==> config.mk <==
export PLATFORM = sky130hd
export DESIGN_NAME = serial_fir_decimator
export DESIGN_NICKNAME = d
export VERILOG_FILES = /design/src/rtl/sfd_pkg.sv /design/src/rtl/sfd_word_ctrl.sv /design/src/rtl/sfd_serial_acc.sv /design/src/rtl/sfd_out_reg.sv /design/src/rtl/serial_fir_decimator.sv
export SDC_FILE = /design/constraint.sdc
export NUM_CORES = 1
export LEC_CHECK = 0
export BUFFER_PORTS_ARGS = -buffer_cell sky130_fd_sc_hd__buf_2
export CORE_MARGIN = 4
export CORE_UTILIZATION = 33
export CTS_CLUSTER_SIZE = 16
export DETAILED_ROUTE_END_ITERATION = 16
export GPL_TIMING_DRIVEN = 0
export PLACE_DENSITY = 0.51
export SYNTH_ARGS = -nofsm -noshare
export SYNTH_HDL_FRONTEND = slang
export SYNTH_HIERARCHICAL = 1
export SYNTH_SLANG_ARGS = --single-unit
==> constraint.sdc <==
create_clock -name clk -period 5 [get_ports clk]
set_clock_uncertainty 0.15 [all_clocks]
set_input_delay 1 -clock clk [delete_from_list [all_inputs] [get_ports clk]]
set_output_delay 1 -clock clk [all_outputs]
set_load 0.05 [all_outputs]
==> src/rtl/sfd_pkg.sv <==
package sfd_pkg;

    localparam int ACC_W = 19;

    typedef struct packed {
        logic a;
        logic b;
        logic cin;
    } fa_in_t;

    typedef struct packed {
        logic cout;
        logic s;
    } fa_out_t;

    function automatic fa_out_t full_add(fa_in_t x);
        fa_out_t r;
        r.s    = x.a ^ x.b ^ x.cin;
        r.cout = (x.a & x.b) | (x.a & x.cin) | (x.b & x.cin);
        return r;
    endfunction

endpackage

==> src/rtl/sfd_word_ctrl.sv <==
module sfd_word_ctrl #(
    parameter int W = sfd_pkg::ACC_W
) (
    input  logic clk,
    input  logic rst,
    input  logic frame_start_i,
    input  logic word_start_i,
    input  logic coef_bit_i,
    input  logic mod_bit_i,
    output logic shift_en_o,
    output logic carry_clr_o,
    output logic prod_bit_o
);
    localparam int CNT_W = $clog2(W);
    localparam logic [CNT_W-1:0] LAST = CNT_W'(W - 1);

    logic [CNT_W-1:0] cnt_q;
    logic             held_q;
    logic             busy;
    logic             gate;

    assign busy = (cnt_q != '0);

    always_ff @(posedge clk) begin
        if (rst || frame_start_i) begin
            cnt_q <= '0;
        end else if (word_start_i) begin
            cnt_q <= CNT_W'(1);
        end else if (busy) begin
            cnt_q <= (cnt_q == LAST) ? '0 : cnt_q + CNT_W'(1);
        end
    end

    always_ff @(posedge clk) begin
        if (rst) begin
            held_q <= 1'b0;
        end else if (word_start_i) begin
            held_q <= mod_bit_i;
        end
    end

    always_comb begin
        gate        = word_start_i ? mod_bit_i : held_q;
        shift_en_o  = !frame_start_i && (word_start_i || busy);
        carry_clr_o = word_start_i;
        prod_bit_o  = shift_en_o && coef_bit_i && gate;
    end

    // the bit position within a word never exceeds the last index
    p_cnt_range_r2: assert property (@(posedge clk) disable iff (rst)
        cnt_q <= LAST);

    // the sampled modulator bit only changes at a word start
    p_hold_mod_r3: assert property (@(posedge clk) disable iff (rst)
        !word_start_i |=> $stable(held_q));

endmodule

==> src/rtl/sfd_serial_acc.sv <==
module sfd_serial_acc #(
    parameter int W = sfd_pkg::ACC_W
) (
    input  logic         clk,
    input  logic         rst,
    input  logic         clear_i,
    input  logic         shift_en_i,
    input  logic         carry_clr_i,
    input  logic         prod_bit_i,
    output logic [W-1:0] acc_o
);
    import sfd_pkg::*;

    logic [W-1:0] acc_q;
    logic         carry_q;
    fa_in_t       fa_in;
    fa_out_t      fa_out;

    always_comb begin
        fa_in.a   = acc_q[0];
        fa_in.b   = prod_bit_i;
        fa_in.cin = carry_clr_i ? 1'b0 : carry_q;
        fa_out    = full_add(fa_in);
    end

    generate
        if (W > 1) begin : g_ring
            always_ff @(posedge clk) begin
                if (rst || clear_i) begin
                    acc_q   <= '0;
                    carry_q <= 1'b0;
                end else if (shift_en_i) begin
                    acc_q   <= {fa_out.s, acc_q[W-1:1]};
                    carry_q <= fa_out.cout;
                end
            end
        end else begin : g_single
            always_ff @(posedge clk) begin
                if (rst || clear_i) begin
                    acc_q   <= '0;
                    carry_q <= 1'b0;
                end else if (shift_en_i) begin
                    acc_q   <= fa_out.s;
                    carry_q <= fa_out.cout;
                end
            end
        end
    endgenerate

    assign acc_o = acc_q;

    // a frame start empties the total in the next cycle
    p_clear_r7: assert property (@(posedge clk) disable iff (rst)
        clear_i |=> acc_q == '0);

    // no shift, no change of the total
    p_idle_hold_r5: assert property (@(posedge clk) disable iff (rst)
        (!shift_en_i && !clear_i) |=> $stable(acc_q));

    // a word-start bit with a zero product cannot produce a carry
    p_carry_clr_r6: assert property (@(posedge clk) disable iff (rst)
        (carry_clr_i && shift_en_i && !clear_i && !prod_bit_i) |=> !carry_q);

endmodule

==> src/rtl/sfd_out_reg.sv <==
module sfd_out_reg #(
    parameter int W = sfd_pkg::ACC_W
) (
    input  logic         clk,
    input  logic         rst,
    input  logic         capture_i,
    input  logic [W-1:0] acc_i,
    output logic [W-1:0] sum_o,
    output logic         valid_o
);
    always_ff @(posedge clk) begin
        if (rst) begin
            sum_o   <= '0;
            valid_o <= 1'b0;
        end else begin
            valid_o <= capture_i;
            if (capture_i) begin
                sum_o <= acc_i;
            end
        end
    end

    // a capture is followed by a valid pulse
    p_valid_r8: assert property (@(posedge clk) disable iff (rst)
        capture_i |=> valid_o);

    // no valid without a preceding capture
    p_valid_only_r8: assert property (@(posedge clk) disable iff (rst)
        !capture_i |=> !valid_o);

    // the output word holds between captures
    p_hold_r9: assert property (@(posedge clk) disable iff (rst)
        !capture_i |=> $stable(sum_o));

endmodule

==> src/rtl/serial_fir_decimator.sv <==
module serial_fir_decimator #(
    parameter int W = sfd_pkg::ACC_W
) (
    input  logic         clk,
    input  logic         rst,
    input  logic         frame_start_i,
    input  logic         frame_end_i,
    input  logic         word_start_i,
    input  logic         coef_bit_i,
    input  logic         mod_bit_i,
    output logic [W-1:0] sum_o,
    output logic         sum_valid_o
);
    logic         shift_en;
    logic         carry_clr;
    logic         prod_bit;
    logic [W-1:0] acc;

    sfd_word_ctrl #(.W(W)) u_ctrl (
        .clk          (clk),
        .rst          (rst),
        .frame_start_i(frame_start_i),
        .word_start_i (word_start_i),
        .coef_bit_i   (coef_bit_i),
        .mod_bit_i    (mod_bit_i),
        .shift_en_o   (shift_en),
        .carry_clr_o  (carry_clr),
        .prod_bit_o   (prod_bit)
    );

    sfd_serial_acc #(.W(W)) u_acc (
        .clk        (clk),
        .rst        (rst),
        .clear_i    (frame_start_i),
        .shift_en_i (shift_en),
        .carry_clr_i(carry_clr),
        .prod_bit_i (prod_bit),
        .acc_o      (acc)
    );

    sfd_out_reg #(.W(W)) u_out (
        .clk      (clk),
        .rst      (rst),
        .capture_i(frame_end_i),
        .acc_i    (acc),
        .sum_o    (sum_o),
        .valid_o  (sum_valid_o)
    );

    // a word gated off never feeds a one into the adder
    p_gate_r4: assert property (@(posedge clk) disable iff (rst)
        (word_start_i && !mod_bit_i) |-> !prod_bit);

endmodule

==> impl_metrics.json <==
{
  "setup_viol": 0,
  "post-synth-top-count-cell": "dfxtp_1",
  "hold_start": "u_ctrl/held_q",
  "routedWlPerCell_um": 12.3,
  "crit_family": "simple AND/OR/NAND/NOR gates",
  "finalCriticalPeriod_ps": 2240,
  "antenna_found_initial": 0,
  "slowest_delay_ps": 500,
  "cts.path.max_buffers": 2,
  "setup_tns_ps": 0,
  "synth.distinct_cells": 25,
  "relSlewSlack": 0.670,
  "power.leakage_nw": 0.904,
  "yosys-top-cells-count": "dfxtp_1, nor2_1, mux2i_1",
  "wirelength_mm": 3.37,
  "synth_area_leaders": "dfxtp_1, mux2i_1, nor2_1, buf_6, ha_1",
  "drt-initial-drc-count": 48,
  "synthArstFlopShare": 0,
  "peakVddDrop_v": 0.000158,
  "port_buffers": 25,
  "synthesis.nets": 182,
  "cp_slowest_cell": "or4b_4",
  "via_per_inst": 4.49,
  "critPathKind": "register to register",
  "place_ws_ps": 2510,
  "cts_resized": 0,
  "setup_ws_ps": 2760,
  "drc": 0,
  "grt_pass1_vias": 1265,
  "clock-root-buffer": "clkbuf_8",
  "syn_avg_cell_area_sq_um": 10.5,
  "hold_slack_ps": 344,
  "path_clk_slew_ps": 90,
  "synth_largest_area_cell": "dfxtp_1",
  "synthCells": 171,
  "die_y_um": 81.8,
  "tightestPinTransition_ps": 492,
  "cts_hold_buf": 0,
  "dp_cells": 266,
  "intPower_mw": 0.539,
  "drive_gt1_frac": 0.216,
  "min_path_type": "register to register",
  "p_per_area_nw_per_um2": 329,
  "rows": 26,
  "gr-usage-all-layers": 0.113,
  "p_switching_mw": 0.160,
  "synth_edf_count": 0,
  "cp_common_cell": "inv_1",
  "crit_chain": "inv_1 -> ha_1 -> or4b_4 -> nand3_1 -> a21oi_1 -> inv_1 -> fa_1 -> a211oi_2",
  "endpoint_kind": "register",
  "power_frac_seq": 0.529,
  "gp_congestion": 0.682,
  "run_status": "finished clean",
  "clock_latency_ps": 300,
  "antenna_cells": 0,
  "ys_warn_count": 6,
  "synth_top_area_share": 0.513,
  "initial_core_util": 0.345,
  "crit_fanout": 4,
  "syn2layout_area_growth_pct": 18.4,
  "reg2reg_from": "u_ctrl/cnt_q[0]",
  "crit_arrival_ps": 2320,
  "finalHoldViolCount": 0,
  "grt_max_degree": 17,
  "p_clk_frac": 0.407,
  "cp-start-kind": "register",
  "layout.nets": 214,
  "drt_first_pass_iters": 4,
  "io_pins": 27,
  "maxCapViolCount": 0,
  "max_freq_mhz": 446,
  "yosysSeqAreaShare": 0.513,
  "drtAntennaViolNets": 0,
  "num_vias": 1229,
  "cts_made_buffers": 5,
  "cts_tree": "yes",
  "grt_overflow": 0,
  "die-area_sq_um": 6690,
  "ys_seq_elements": 46,
  "die_w_um": 81.8,
  "crit_start": "u_ctrl/cnt_q[0]",
  "grt_pass1_wl_mm": 5.78,
  "required_ps": 5070,
  "slew_violations": 0,
  "dp_hpwl_mm": 2.44,
  "core_area_sq_um": 5200,
  "p_sw_frac": 0.228,
  "finalCritPeriodShare": 0.449,
  "cts.sinks": 46,
  "fin_util": 0.409,
  "comb_power_share": 0.064,
  "postCtsSetupRepairBufs": 0,
  "htree_levels": 2,
  "final_cells": 274,
  "synth_area_sq_um": 1800,
  "path_buf_inv": 2,
  "rsz0062_at_grt": "no",
  "synth_ff_type": "dfxtp_1"
}
## registers in the layout, indices dropped and copies added, names as in the netlist
register and count:
u_ctrl/held_q 1, u_acc/acc_o 19, u_acc/carry_q 1, u_ctrl/cnt_q 5, u_out/sum_o 19, u_out/valid_o 1
## kinds of logic (layout without fill, tap and decap cells)
family / count (synthesis) / count (layout) / synth area share
AND/OR/NAND/NOR: 58 / 58 / 0.139
flip-flops: 46 / 46 / 0.513
multiplexers: 38 / 38 / 0.212
buffers and inverters: 15 / 48 / 0.0571
AO/OA/AOI/OAI: 7 / 7 / 0.0334
adder cells (fa/ha/maj): 4 / 4 / 0.0320
XOR/XNOR: 3 / 3 / 0.0146
## routing by layer
metal / up-vias / track usage / part of all wire
met1: 571 / 0.139 / 0.48
met3: 4 / 0.0417 / 0.050
met2: 19 / 0.179 / 0.46
li1: 635 / - / -
met4: 0 / 0.0399 / 0.0071
met5: - / 0 / 0
## cells in the final DEF (no fill, tap or decap), drive strengths merged, types with 3 or more instances in the layout
cell type,n
clkbuf,7
inv,6
dfxtp,46
nor3,4
ha,3
mux2i,38
nand3,3
nand2,3
buf,33
nor2,42
## power by group through the flow
stage                     logic (mW)  registers, mW  clock network, mW
final                         0.0447          0.370              0.285
after CTS                     0.0454          0.370              0.297
after global placement        0.0446          0.378                  0
after global routing          0.0485          0.370              0.311
after detailed placement      0.0452          0.378                  0
after floorplan               0.0321          0.380                  0
## stage by stage
stage	total power, mW	area [sq um]
6_report	0.699	2130
2_1_floorplan	0.412	1800
4_1_cts	0.712	2130
3_3_place_gp	0.423	2010
3_5_place_dp	0.423	2010
5_1_grt	0.730	2130
## final cells by class
| class | instances | area [sq um] |
|---|---|---|
| fillers | 548 | 3080 |
| flip-flops and latches | 46 | 921 |
| multi-input cells | 110 | 773 |
| well taps | 70 | 87.6 |
| repair buffers | 25 | 125 |
| clock buffers | 5 | 68.8 |
| clock inverters | 3 | 48.8 |
| plain buffers | 10 | 83.8 |
| inverters | 5 | 18.8 |
## worst register-to-register path, cell delays in order, from the launching register on
cell and delay, ps:
dfxtp_1 350, inv_1 110, ha_1 180, or4b_4 500, nand3_1 110, a21oi_1 70
inv_1 70, fa_1 410, a211oi_2 240
## path summary, 6_finish.rpt
check        depth (start not counted)  slack, ps               to
max                                  8       2760  u_acc/acc_o[18]
min                                  2        340    u_ctrl/held_q
max reg2reg                          8       2760  u_acc/acc_o[18]
min reg2reg                          2        340    u_ctrl/held_q
Note: power is estimated with default switching activity, not from simulation.
